**config.mk**
```make
export PLATFORM = sky130hd
export DESIGN_NAME = lane_mask_fold
export DESIGN_NICKNAME = d
export VERILOG_FILES = /design/src/rtl/lmf_pkg.sv /design/src/rtl/tail_mask_gen.sv /design/src/rtl/pred_fold.sv /design/src/rtl/lane_mask_fold.sv
export SDC_FILE = /design/constraint.sdc
export NUM_CORES = 1
export LEC_CHECK = 0
export BUFFER_PORTS_ARGS = -buffer_cell sky130_fd_sc_hd__buf_2
export CORE_MARGIN = 2
export CORE_UTILIZATION = 47
export DETAILED_ROUTE_END_ITERATION = 8
export GPL_TIMING_DRIVEN = 0
export PLACE_DENSITY = 0.81
export SLEW_MARGIN = 20
export SYNTH_ARGS = -nofsm -noshare
export SYNTH_HDL_FRONTEND = slang
export SYNTH_SLANG_ARGS = --single-unit
export TNS_END_PERCENT = 50
```
**constraint.sdc**
```tcl
create_clock -name clk -period 2.9 [get_ports clk]
set_input_delay 0.145 -clock clk [delete_from_list [all_inputs] [get_ports clk]]
set_output_delay 0.145 -clock clk [all_outputs]
set_load 0.01 [all_outputs]
```
**src/rtl/lmf_pkg.sv**
```systemverilog
// Package for the tail mask / predicate fold block.
// It holds the operation codes, the internal view selector and the
// decode helpers. It assumes the 4-bit codes listed here are fixed.
package lmf_pkg;

    localparam int OP_W = 4;

    typedef enum logic [OP_W-1:0] {
        OP_M32_PLAIN = 4'd0,
        OP_M32_SAT   = 4'd1,
        OP_M32_HI    = 4'd2,
        OP_M32_HISAT = 4'd3,
        OP_M64_PLAIN = 4'd4,
        OP_M64_SAT   = 4'd5,
        OP_AND_ALL   = 4'd8,
        OP_OR_ALL    = 4'd9,
        OP_AND_HI    = 4'd10,
        OP_OR_HI     = 4'd11
    } lmf_op_e;

    // Layout in which the mask generator writes its thermometer code
    typedef enum logic [1:0] {
        VIEW_OFF  = 2'd0,
        VIEW_PAIR = 2'd1,
        VIEW_HIGH = 2'd2,
        VIEW_BIT  = 2'd3
    } lmf_view_e;

    // Returns 1 when the code selects one of the six mask ops
    function automatic logic is_mask_op(input lmf_op_e op);
        return (op == OP_M32_PLAIN) || (op == OP_M32_SAT) ||
               (op == OP_M32_HI)    || (op == OP_M32_HISAT) ||
               (op == OP_M64_PLAIN) || (op == OP_M64_SAT);
    endfunction

    // Returns 1 when the code selects one of the four fold ops
    function automatic logic is_fold_op(input lmf_op_e op);
        return (op == OP_AND_ALL) || (op == OP_OR_ALL) ||
               (op == OP_AND_HI)  || (op == OP_OR_HI);
    endfunction

endpackage

```
**src/rtl/tail_mask_gen.sv**
```systemverilog
// Tail mask generator.
// It converts a lane count into a thermometer mask in one of three
// layouts: two bits per lane over all lanes, two bits per lane over the
// upper half only, or one bit per lane.
// Plain ops keep only the low count bits, so the count wraps.
// Clamping ops read the count as signed and limit it to a cap.
// Assumes PRED_W is a power of two and at least 8.
module tail_mask_gen
    import lmf_pkg::*;
#(
    parameter int CNT_W  = 32,
    parameter int PRED_W = 64
) (
    input  lmf_op_e           op,
    input  logic [CNT_W-1:0]  count,
    output logic [PRED_W-1:0] mask
);
    localparam int LANES = PRED_W / 2;
    localparam int HALF  = LANES / 2;
    localparam int SH64  = $clog2(PRED_W);
    localparam int SH32  = $clog2(LANES);
    localparam int SHH   = $clog2(HALF);
    localparam int LIM_W = SH64 + 1;

    logic [LIM_W-1:0]  limit;
    lmf_view_e         view;
    logic [PRED_W-1:0] t_pair, t_high, t_bit;

    // Signed clamp of the count into the range [0, cap]
    function automatic logic [LIM_W-1:0] clamp(input logic [CNT_W-1:0] c,
                                               input logic [LIM_W-1:0] cap);
        if (c[CNT_W-1])
            return '0;
        else if (c > {{(CNT_W-LIM_W){1'b0}}, cap})
            return cap;
        else
            return c[LIM_W-1:0];
    endfunction

    // Pick the effective lane limit and the layout for the current op
    always_comb begin
        limit = '0;
        view  = VIEW_OFF;
        case (op)
            OP_M32_PLAIN: begin limit = LIM_W'(count[SH32-1:0]); view = VIEW_PAIR; end
            OP_M32_SAT:   begin limit = clamp(count, LIM_W'(LANES)); view = VIEW_PAIR; end
            OP_M32_HI:    begin limit = LIM_W'(count[SHH-1:0]);  view = VIEW_HIGH; end
            OP_M32_HISAT: begin limit = clamp(count, LIM_W'(HALF)); view = VIEW_HIGH; end
            OP_M64_PLAIN: begin limit = LIM_W'(count[SH64-1:0]); view = VIEW_BIT;  end
            OP_M64_SAT:   begin limit = clamp(count, LIM_W'(PRED_W-1)); view = VIEW_BIT; end
            default:      begin limit = '0; view = VIEW_OFF; end
        endcase
    end

    // One comparator per mask bit for each of the three layouts
    for (genvar b = 0; b < PRED_W; b++) begin : g_bit
        localparam int LANE = b / 2;
        assign t_pair[b] = (LIM_W'(LANE) < limit);
        assign t_bit[b]  = (LIM_W'(b) < limit);
        if (LANE >= HALF) begin : g_up
            assign t_high[b] = (LIM_W'(LANE - HALF) < limit);
        end else begin : g_low
            assign t_high[b] = 1'b0;
        end
    end

    // Route the layout chosen by the op to the output
    always_comb begin
        case (view)
            VIEW_PAIR: mask = t_pair;
            VIEW_HIGH: mask = t_high;
            VIEW_BIT:  mask = t_bit;
            default:   mask = '0;
        endcase
    end

endmodule

```
**src/rtl/pred_fold.sv**
```systemverilog
// Predicate fold.
// It reduces the low bit of every two-bit lane pair to one flag with AND
// or OR, over all lanes or over the upper half of the lanes only.
// The high bit of each pair is not read.
// Assumes PRED_W is even and at least 4.
module pred_fold
    import lmf_pkg::*;
#(
    parameter int PRED_W = 64
) (
    input  lmf_op_e           op,
    input  logic [PRED_W-1:0] pred,
    output logic              flag
);
    localparam int LANES = PRED_W / 2;
    localparam int HALF  = LANES / 2;

    logic [LANES-1:0] lane_on;

    // Take the low bit of each lane pair as that lane's truth value
    for (genvar l = 0; l < LANES; l++) begin : g_lane
        assign lane_on[l] = pred[2*l];
    end

    // Apply the reduction selected by the op
    always_comb begin
        case (op)
            OP_AND_ALL: flag = &lane_on;
            OP_OR_ALL:  flag = |lane_on;
            OP_AND_HI:  flag = &lane_on[LANES-1:HALF];
            OP_OR_HI:   flag = |lane_on[LANES-1:HALF];
            default:    flag = 1'b0;
        endcase
    end

endmodule

```
**src/rtl/lane_mask_fold.sv**
```systemverilog
// Top level of the tail mask generator and predicate fold.
// It merges the two functions onto one result, with the fold flag
// placed in bit 0. It can register the outputs: a synchronous active-low
// reset clears the register, and with OUT_REG=0 the path is purely
// combinational.
// Assumes op_i is already decoded.
module lane_mask_fold
    import lmf_pkg::*;
#(
    parameter int CNT_W   = 32,
    parameter int PRED_W  = 64,
    parameter bit OUT_REG = 1'b1
) (
    input  logic              clk,
    input  logic              rst_n,
    input  logic [OP_W-1:0]   op_i,
    input  logic [CNT_W-1:0]  count_i,
    input  logic [PRED_W-1:0] pred_i,
    output logic [PRED_W-1:0] mask_o,
    output logic              flag_o
);
    lmf_op_e           op;
    logic [PRED_W-1:0] gen_mask;
    logic              fold_flag;
    logic [PRED_W-1:0] res_mask;
    logic              res_flag;

    assign op = lmf_op_e'(op_i);

    tail_mask_gen #(.CNT_W(CNT_W), .PRED_W(PRED_W)) u_gen (
        .op    (op),
        .count (count_i),
        .mask  (gen_mask)
    );

    pred_fold #(.PRED_W(PRED_W)) u_fold (
        .op   (op),
        .pred (pred_i),
        .flag (fold_flag)
    );

    // Merge the mask and fold results into one output word
    always_comb begin
        if (is_fold_op(op)) begin
            res_mask = {{(PRED_W-1){1'b0}}, fold_flag};
            res_flag = fold_flag;
        end else if (is_mask_op(op)) begin
            res_mask = gen_mask;
            res_flag = 1'b0;
        end else begin
            res_mask = '0;
            res_flag = 1'b0;
        end
    end

    if (OUT_REG) begin : g_reg
        // Hold the result for one cycle; cleared by the synchronous reset
        always_ff @(posedge clk) begin
            if (!rst_n) begin
                mask_o <= '0;
                flag_o <= 1'b0;
            end else begin
                mask_o <= res_mask;
                flag_o <= res_flag;
            end
        end
    end else begin : g_comb
        assign mask_o = res_mask;
        assign flag_o = res_flag;
    end

endmodule

```
After elaboration in Yosys (flattened, before gate mapping)
Cells that the tools add are included.
Cells by class
  muxes and demuxes: 12
  eq/ne operators: 12
  $lt $le $gt $ge: 67
  bitwise gates (word level): 2
  reductions and logical operators: 18
Operator list (number)
  $lt A6 B7 Y1 const A: 32
  $pmux W64 S3: 1
  $lt A5 B7 Y1 const A: 16
  $gt A32 B6 Y1 const B: 2
  $lt A4 B7 Y1 const A: 8
  $mux W7: 6
  $pmux W7 S6: 1
  $gt A32 B5 Y1 const B: 1
  $reduce_and A32 Y1: 1
  $reduce_or A32 Y1: 1
  $lt A3 B7 Y1 const A: 4
  $eq A4 B4 Y1 const B: 4
  $reduce_and A16 Y1: 1
  $reduce_or A16 Y1: 1
  $lt A1 B7 Y1 const A: 2
  $lt A2 B7 Y1 const A: 2
  $eq A4 B2 Y1 const B: 2
  $eq A4 B3 Y1 const B: 2
  $logic_or A1 B1 Y1: 8
  $pmux W2 S3: 1
  $reduce_or A2 Y1: 3
  $eq A2 B2 Y1 const B: 2
  $eq A4 B1 Y1 const B: 1
  $logic_not A4 Y1: 1
  6 further kinds: 8
Word-level totals
  output and inout port bits: 65
  bits of input ports: 102
  logic and storage cells: 114
  flip-flop bits (word level): 65

Logic depth before layout (Yosys ltp)
Gate-level depths: netlist (run 1).
  depth after elaboration: 8
  mapped depth: 10
  depth with buffers taken out: 7

Cells and area by module
Synthesis (run 1) repeated with hierarchy kept, for this count alone.
Unflattened totals
  cells, all modules: 496
  area, all modules: 4072.7 µm²
Modules (own cells, without submodules)
  lane_mask_fold: cells each 142, times used 1, sequential area each 1301.2 µm², area each 1996.9 µm²
  tail_mask_gen: cells each 327, times used 1, sequential area each 0.0 µm², area each 1891.8 µm²
  pred_fold: cells each 27, times used 1, sequential area each 0.0 µm², area each 183.9 µm²

Worst setup path before layout (run 1)
OpenSTA, ideal clock, no wires.
  path kind: in2reg
  from: in count_i[27]
  to: reg mask_o[40]
  data required time: 2780 ps
  arrival time: 2107 ps
  cell stages on the path: 8
  buffers on the path: 1
  library setup time: 120 ps
  slack: 673 ps
  cells stage by stage: nor4_1 > and4_2 > a211oi_4 > or3_1 > clkbuf_2 > or4_1 > a22oi_2 > nand2_1
On the way
  word-level cells in the longest chain between the ends: 6
  elaborated cells on any way between the ends: 14
  classes of those cells: order compare: 6; mux: 8
RTL lines
  from (decl): line lane_mask_fold.sv:17  | input logic [CNT_W-1:0] count_i,
  $gt A32 B6 Y1 / $gt A32 B5 Y1 (equally long branches): line tail_mask_gen.sv:34  | else if (c > {{(CNT_W-LIM_W){1'b0}}, cap})
  $mux W7: line tail_mask_gen.sv:34
  $mux W7: line tail_mask_gen.sv:32  | if (c[CNT_W-1])
  $pmux W7 S6 *: line tail_mask_gen.sv:44  | case (op)
  $lt A6 B7 Y1, or another cell as far along: line tail_mask_gen.sv:59  | assign t_bit[b] = (LIM_W'(b) < limit);
  $pmux W64 S3 *: line tail_mask_gen.sv:69  | case (view)
  to (signal assigned): line lane_mask_fold.sv:63  | mask_o <= res_mask;
  to (decl): line lane_mask_fold.sv:19  | output logic [PRED_W-1:0] mask_o,
Every way passes the cells marked *; elsewhere a longest branch is shown, timed or not.
A chain may end at the register's enable or synchronous reset.

Worst setup path after layout (run 1)
  from: in count_i[19]
  to: reg mask_o[56]
On the way
  word-level cells in the longest chain between the ends: 6
  elaborated cells on any way between the ends: 14
  classes of those cells: order compare: 6; mux: 8
RTL lines (line)
  $gt A32 B6 Y1 / $gt A32 B5 Y1 (equally long branches): tail_mask_gen.sv:34
  $mux W7: tail_mask_gen.sv:34
  $mux W7: tail_mask_gen.sv:32
  $pmux W7 S6 *: tail_mask_gen.sv:44
  $lt A6 B7 Y1, or another cell as far along: tail_mask_gen.sv:59
  $pmux W64 S3 *: tail_mask_gen.sv:69
Marks and branches as above.

==> impl_results.md, run 1 <==
- Maximum clock insertion buffer count: 2
- List of cells traversed by the critical path: buf_2, nor4_1, and3_1, a211oi_4, buf_2, a211oi_2, nand3_2, a32oi_1, o21ai_0
- Number of instances on the worst hold path: 3
- Max Cap Viol: 0
- Synth area leader: dfxtp_1
- Number of instances resized during post-cts repair: 0
- Final hold vios: 0
- Most frequent cell on the critical path: buf_2
- Net count of the mapped netlist: 527
- Cell types with the highest counts after synthesis: dfxtp_1, o21ai_0, a21oi_1
- Max incr delay on CP: 0.67 ns
- Tmin final: 2.72 ns
- Total overflow reported by the global router: 0
- Power density relative to cell area: 457 nW/um2
- Actual transition at the worst max-transition pin: 1.24 ns
- Core Area: 7330 um2
- Post-CTS Setup Inserts: 0
- Top-level I/O count: 167
- Number of distinct library cells after synthesis: 70
- Total Wirelength: 12300 um
- Final core occ: 62.9%
- Cell at the root of the clock tree: clkbuf_8
- Vertical die dimension: 91.4 um
- Clock buffers created by TritonCTS: 9
- Pin count of the biggest net entering global routing: 13
- Routability cong.: 0.947
- Initial DRC Count: 394
- Worst path top cell family by delay: simple AND/OR/NAND/NOR gates
- First-pass GRT wire length: 19800 um
- Count of input and output buffers: 133
- Run status: completed
- Flop and latch count out of synthesis: 65
- Data arrival, critical path: 2.90 ns
- Hold bufs inserted after CTS: 0
- Via density: 6.15
- Crit start category: input pin
- Worst Path Buf+Inv: 2
- Cell with the biggest individual delay on the critical path: a211oi_2
- Synth async-reset ratio: 0%
- Setup Viol. Count Final: 0
- Post-synth top area share: 36.2%
- Share of layout cells above drive strength 1: 35.9%
- CTS tree: built
- Max-Slew Margin vs Limit: 16.7%
- Mean area per synthesized cell: 8.45 um2
- Total vias in the final route: 4141
- Fraction of the cycle the final worst path needs: 93.8%
- Endpoint class of the critical path: register
- Number of flops mapped to enable cells by yosys: 0
- Growth of design area from synthesis to finish: 28.5%
- WL per Instance: 18.3 um
- Count of warnings emitted by yosys: 0
- Critical path start-end classification: in2reg
- Endpoint, Worst Hold: flag_o$_SDFF_PN0_
- Cell types occupying the most area after synthesis: dfxtp_1, o21ai_0, a21oi_1
- Number of optimization iterations in the first detailed-route pass: 8
- Count of mapped cells out of synthesis: 425
- Antenna Nets Post-Route: 0
- Count of pins over their slew limit: 0
- Unrepaired setup endpoints after global routing: no
- Full die area: 8350 um2
- Critical hold path startpoint: rst_n
- Top flip-flop cell by instance count after synthesis: dfxtp_1
- Share of synthesized area occupied by flip-flops and latches: 36.2%
- Combined area of all synthesized cells: 3590 um2
- Width of the die: 91.4 um
- Starting Density: 49.0%
- Residual DRC count: 0
- Most frequent cell after synthesis: dfxtp_1
- CTS H-tree lvls: 3
- Max VDD drop: 0.222 mV
- Net count reported at finish: 671
- DP Wirelength: 9460 um
- Antenna Cells: 0
- Type of the most critical hold path: in2reg
- Worst-path clk slew: 0.07 ns
- Critical path peak fanout: 10
- CP Data Required Time: 3.08 ns
- Number of antenna violations at the first check in global routing: 0
- Leakage power total: 1.99 nW
- Global-route total usage across every layer: 29.7%
- Sinks on the clock net: 65
- Maximum achievable frequency: 368 MHz
- Via count of the first global-routing pass: 3965
- Core Rows: 31
- Final-layout fill cell count: 656
- Total power of the final layout: 0.00211 W
==> worst min-delay path, cell delays in order <==
cell and delay, ns:
buf_2 0.12, nand2_1 0.06, a211oi_1 0.05
==> routing by layer <==
layer / routed length (um) / vias to the layer above / GRT usage (%)
met2: 5800 / 268 / 50.0
met3: 1230 / 29 / 5.48
met1: 4970 / 1919 / 38.0
li1: - / 1925 / -
met4: 313 / 0 / 10.4
met5: 0 / - / 0
==> registers in the layout, summed over array words and instances, names as in the netlist <==
register  cells
mask_o       64
flag_o        1
==> kinds of logic after synthesis <==
logic type	Yosys count	share of synthesized area (%)
AOI/OAI and AO/OA	171	34.2
and+or+nand+nor	153	24.2
DFF	65	36.2
buffers and inverters	36	5.40
==> how the worst max path moves through the flow <==
stage / startpoint / end / slack, ns / cells after the start
after floorplan: count_i[27] / mask_o[40]$_SDFF_PP0_ / 0.67 / 8
after global placement: count_i[29] / mask_o[1]$_SDFF_PP0_ / -0.07 / 9
after detailed placement: count_i[12] / mask_o[1]$_SDFF_PP0_ / -0.11 / 9
after CTS: count_i[12] / mask_o[56]$_SDFF_PP0_ / 0.21 / 9
after global routing: count_i[29] / mask_o[56]$_SDFF_PP0_ / 0.02 / 9
final: count_i[19] / mask_o[56]$_SDFF_PP0_ / 0.18 / 9
==> layout make-up <==
type | count | area [um2] | share of cell area [%]
multi-input combinational | 324 | 2100 | 45.5
sequential | 65 | 1300 | 28.2
timing repair buffer | 133 | 666 | 14.4
buffer | 31 | 175 | 3.80
clock buffer | 10 | 138 | 2.98
tap | 99 | 124 | 2.69
clock inverter | 6 | 90.1 | 1.95
inverter | 5 | 18.8 | 0.407
==> cells in the final DEF (no fill, tap or decap), types with 5 or more instances in the layout <==
master    Yosys  layout
buf_2        10     143
o211ai_1      7       7
a211oi_1      6       6
nand2_1      31      31
o21ai_1       6       6
o22ai_1       5       5
nand3_1      14      14
clkbuf_1     12      12
o21ai_0      45      45
nor2_1       32      32
dfxtp_1      65      65
clkbuf_8      0      10
a21oi_1      42      42
a31oi_1       5       5
nor4_1       16      16
nor3_1        6       5
nand4_1      12      12
==> stage by stage <==
step	TNS, ns	hold WS (ns)	setup WS (ns)	instances	instance area [um2]
6_report	0	0.0847	0.179	673	4610
5_1_grt	0	0.0914	0.0244	673	4610
4_1_cts	0	0.0887	0.211	673	4610
3_5_place_dp	-0.372	0.440	-0.107	657	4380
3_3_place_gp	-0.170	0.435	-0.0669	657	4380
2_1_floorplan	0	0.286	0.673	425	3590
==> power by group <==
| group | switching (W) | internal, W |
|---|---|---|
| logic | 0.000216 | 0.000114 |
| registers | 0.00000233 | 0.000903 |
| clock network | 0.000362 | 0.000510 |
(Power assumes the default switching activity.)
==> run 2: changes to the inputs <==
PLACE_DENSITY = 0.84   (was 0.81)
==> impl_results.md, run 2 (same netlist as run 1, synthesis figures left out) <==
- Run status: completed
- Critical hold path startpoint: rst_n
- CTS H-tree lvls: 3
- Flip-flop and latch area: 1300 um2
- Type of the most critical hold path: in2reg
- Commonest cells after routing, fill and taps aside: buf_2, dfxtp_1, o21ai_0, a21oi_1, nor2_1
- Post-CTS Setup Inserts: 0
- Count of pins over their slew limit: 0
- Tmin final: 2.79 ns
- Unrepaired setup endpoints after global routing: no
- Final hold vios: 0
- Top reg by flops: mask_o
- WL per Instance: 18.4 um
- Setup TNS: 0 ns
- DP Wirelength: 9460 um
- Count of input and output buffers: 133
- Top-level I/O count: 167
- Antenna Cells: 0
- Clock buffers created by TritonCTS: 9
- Antenna Nets Post-Route: 0
- Leakage power total: 2.01 nW
- Total vias in the final route: 4108
- Total Wirelength: 12400 um
- First-pass GRT wire length: 20100 um
- Pin count of the biggest net entering global routing: 13
- Final-layout fill cell count: 622
- Residual DRC count: 0
- Via density: 6.10
- Via count of the first global-routing pass: 4059
- Starting Density: 49.0%
- Cell at the root of the clock tree: clkbuf_8
- Max Cap Viol: 0
- Max-Slew Margin vs Limit: 19.5%
- Routability cong.: 0.956
- Area used by multi-input combinational logic: 2100 um2
- Crit path launch: count_i[29]
- Setup Viol. Count Final: 0
- Initial DRC Count: 334
- Number of flip-flops under the largest register name: 64
- Critical path start-end classification: in2reg
- Maximum achievable frequency: 358 MHz
- Global-route total usage across every layer: 30.5%
- Data arrival, critical path: 2.97 ns
- Maximum clock insertion buffer count: 2
- Summed area of non-filler cells in the final layout: 4660 um2
- CP Data Required Time: 3.08 ns
- Number of antenna violations at the first check in global routing: 0
- Endpoint class of the critical path: register
- Worst-path clk slew: 0.07 ns
- Fraction of the cycle the final worst path needs: 96.2%
- Sinks on the clock net: 65
- Full die area: 8350 um2
- Critical path peak fanout: 10
- Actual transition at the worst max-transition pin: 1.20 ns
- Area of placed instances: 4380 um2
- Core Area: 7330 um2
- Top Registers: mask_o (64), flag_o (1)
- Crit start category: input pin
- Share of layout cells above drive strength 1: 35.9%
- Total overflow reported by the global router: 0
- CTS tree: built
- Growth of design area from synthesis to finish: 29.8%
- Number of optimization iterations in the first detailed-route pass: 5
- Core Rows: 31
- Net count reported at finish: 671
- Hold bufs inserted after CTS: 0
- Power density relative to cell area: 487 nW/um2
- Width of the die: 91.4 um
- Max VDD drop: 0.267 mV
- Vertical die dimension: 91.4 um
- Most common cell after layout, fill and taps aside: buf_2
- Number of instances resized during post-cts repair: 0
run 2: layer usage:
metal | routed length (um) | track usage (%)
met5 | 0 | 0
met2 | 5870 | 52.0
met1 | 5120 | 37.3
met4 | 393 | 13.4
met3 | 997 | 5.64
run 2: layout make-up:
| type | instances | share of cell area [%] |
|---|---|---|
| Inverter | 5 | 0.403 |
| Sequential cell | 65 | 27.9 |
| Clock inverter | 6 | 2.93 |
| Clock buffer | 10 | 2.95 |
| Tap cell | 99 | 2.66 |
| Multi-Input combinational cell | 324 | 45.1 |
| Buffer | 31 | 3.76 |
| Timing Repair Buffer | 133 | 14.3 |
run 2: per-stage QoR:
stage	util, %	hold WS [ns]	instances	total power [W]	setup slack (ns)
after floorplan	-	0.286	425	0.00111	0.673
after global placement	59.7	0.432	657	0.00124	-0.0722
after detailed placement	59.7	0.436	657	0.00125	-0.155
after CTS	63.5	0.0651	673	0.00227	0.157
after global routing	63.5	0.0908	673	0.00235	0.00391
final	63.5	0.0818	673	0.00227	0.109
run 2: worst max-delay path, stage by stage:
cell and delay [ns]:
buf_2 0.10, nor4_1 0.45, and4_2 0.37, a211oi_4 0.10, buf_2 0.20, a211oi_2 0.68, nand3_2 0.46, a32oi_1 0.30
o21ai_0 0.15
run 2: worst paths after layout:
kind / endpoint / slack [ns] / depth (start not counted)
min: flag_o$_SDFF_PN0_ / 0.08 / 3
max: mask_o[56]$_SDFF_PP0_ / 0.11 / 9
run 2: power by group:
part | total (W) | leakage (nW) | switching, W | internal (W)
Combinational | 0.000328 | 1.35 | 0.000215 | 0.000114
Sequential | 0.000906 | 0.525 | 0.00000283 | 0.000903
Clock | 0.00103 | 0.133 | 0.000349 | 0.000684
Total | 0.00227 | 2.01 | 0.000566 | 0.00170
==> run 3: changes to the inputs <==
ABC_AREA = 1   (was default)
PLACE_DENSITY = 0.83   (was 0.84)
==> impl_results.md, run 3 <==
- Total overflow reported by the global router: 0
- Via count of the first global-routing pass: 4024
- Growth of design area from synthesis to finish: 27.5%
- Vertical die dimension: 92.4 um
- Starting Density: 48.0%
- Cell types with the highest counts after synthesis: nand2_1, inv_1, nor2_1
- Commonest cells after routing, fill and taps aside: nand2_1, buf_2, inv_1, nor2_1, dfxtp_1
- Clock buffers created by TritonCTS: 9
- CTS tree: built
- Number of instances on the worst hold path: 3
- Pre-CTS setup slack: 0.492 ns
- Core Area: 7650 um2
- Top-level I/O count: 167
- Antenna Cells: 0
- Antenna Nets Post-Route: 0
- Max Cap Viol: 0
- Top reg by flops: mask_o
- CTS H-tree lvls: 3
- Top flip-flop cell by instance count after synthesis: dfxtp_1
- Synth Area in Simple Gates: 46.0%
- Most frequent cell after synthesis: nand2_1
- Setup TNS: 0 ns
- Data arrival, critical path: 2.32 ns
- Full die area: 8530 um2
- Cell at the root of the clock tree: clkbuf_8
- CP Data Required Time: 3.12 ns
- Total vias in the final route: 4367
- DP Wirelength: 9230 um
- Count of mapped cells out of synthesis: 607
- Crit start category: input pin
- Post-CTS Setup Inserts: 0
- Initial DRC Count: 300
- Most common cell after layout, fill and taps aside: nand2_1
- Routability cong.: 0.945
- Residual DRC count: 0
- First-pass GRT wire length: 18400 um
- Count of pins over their slew limit: 0
- Final hold vios: 0
- Cell types occupying the most area after synthesis: dfxtp_1, nand2_1, inv_1
- Mean area per synthesized cell: 6.05 um2
- Critical path start-end classification: in2reg
- Main combinational cell family by area after synthesis: simple AND/OR/NAND/NOR gates
- Sinks on the clock net: 65
- Post-synth top area share: 35.5%
- Leakage power total: 2.67 nW
- Hold bufs inserted after CTS: 0
- Net count of the mapped netlist: 709
- Run status: completed
- Maximum achievable frequency: 478 MHz
- Total Wirelength: 11600 um
- Width of the die: 92.4 um
- Global-route total usage across every layer: 27.5%
- Number of flops mapped to enable cells by yosys: 0
- Pin count of the biggest net entering global routing: 13
- Setup Viol. Count Final: 0
- Maximum clock insertion buffer count: 2
- Core Rows: 32
- Count of warnings emitted by yosys: 0
- Power density relative to cell area: 438 nW/um2
- Max-Slew Margin vs Limit: 66.8%
- Final core occ: 61.2%
- Share of layout cells above drive strength 1: 24.6%
- Flop and latch count out of synthesis: 65
- Unrepaired setup endpoints after global routing: no
- Actual transition at the worst max-transition pin: 0.498 ns
- Net count reported at finish: 854
- Max VDD drop: 0.248 mV
- Count of input and output buffers: 134
- Total power of the final layout: 0.00205 W
- Worst-path clk slew: 0.08 ns
- Via density: 5.08
- Synth area leader: dfxtp_1
- Endpoint class of the critical path: register
- WL per Instance: 13.5 um
- Number of instances resized during post-cts repair: 0
- Number of optimization iterations in the first detailed-route pass: 5
- Type of the most critical hold path: in2reg
- Critical path peak fanout: 10
- Number of flip-flops under the largest register name: 64
- Number of antenna violations at the first check in global routing: 0
- XOR/XNOR Fraction of Synth Area: 0%
- Fraction of the cycle the final worst path needs: 72.2%
- Top Registers: mask_o (64), flag_o (1)
- Synth async-reset ratio: 0%
- Tmin final: 2.09 ns
- Crit path setup slack, layout: 0.806 ns
- Multiplexer share of the synthesized area: 0%
- Number of distinct library cells after synthesis: 32
- Post-synthesis compound-gate area fraction: 8.39%
- Post-synthesis adder-cell area fraction: 0%
- Combined area of all synthesized cells: 3670 um2
- Share of synthesized area occupied by flip-flops and latches: 35.5%
run 3: cell count changes after synthesis, sizes merged, moves of 13 or more:
cell / change
nor4: -13
nor2: +54
nand3: +31
nand2: +198
o21ai: -32
inv: +75
run 3: worst max-delay path: stages:
cell     delay, ns
buf_2         0.11
nor2_1        0.12
nand2_1       0.07
nor2_1        0.11
nand2_1       0.10
inv_1         0.06
nand2_1       0.06
nand2_1       0.13
nand2_1       0.08
nand3_1       0.09
nand2_1       0.07
buf_4         0.18
a21oi_1       0.41
nand2_1       0.21
nand2_1       0.16
nand2_1       0.06
nor2_1        0.10
nor2_1        0.05
run 3: stage by stage:
step	cell area, um2	hold slack [ns]	std cells
final	4680	0.0619	859
after global routing	4680	0.0739	859
after CTS	4680	0.0643	859
after detailed placement	4470	0.434	843
after global placement	4470	0.416	843
after floorplan	3670	0.287	607
run 3: power breakdown:
| group | switching (W) | internal, W |
|---|---|---|
| Sequential | 0.00000336 | 0.000906 |
| Combinational | 0.000214 | 0.000105 |
| Clock | 0.000374 | 0.000448 |
run 3: kinds of logic after synthesis:
logic type | Yosys count
and+or+nand+nor | 387
AOI/OAI and AO/OA | 60
DFF | 65
buffers and inverters | 95
run 3: area by class of cell:
| class | instances | area, um2 |
|---|---|---|
| plain buffers | 12 | 60.1 |
| clock buffers | 11 | 151 |
| clock inverters | 5 | 60.1 |
| fillers | 760 | 2970 |
| inverters | 83 | 313 |
| multi-input cells | 447 | 2000 |
| flip-flops and latches | 65 | 1300 |
| well taps | 102 | 128 |
| repair buffers | 134 | 671 |
run 3: routing by layer:
metal	up-vias	track usage, %	wire (um)
met2	226	46.1	5420
met3	27	7.73	1070
li1	2188	-	-
met4	0	7.84	242
met5	-	0	0
met1	1926	34.6	4900
run 3: worst paths after layout:
check                   start                    end  slack [ns]
hold / removal          rst_n   mask_o[0]$_SDFF_PN0_        0.06
setup / recovery  count_i[14]  mask_o[53]$_SDFF_PP0_        0.81
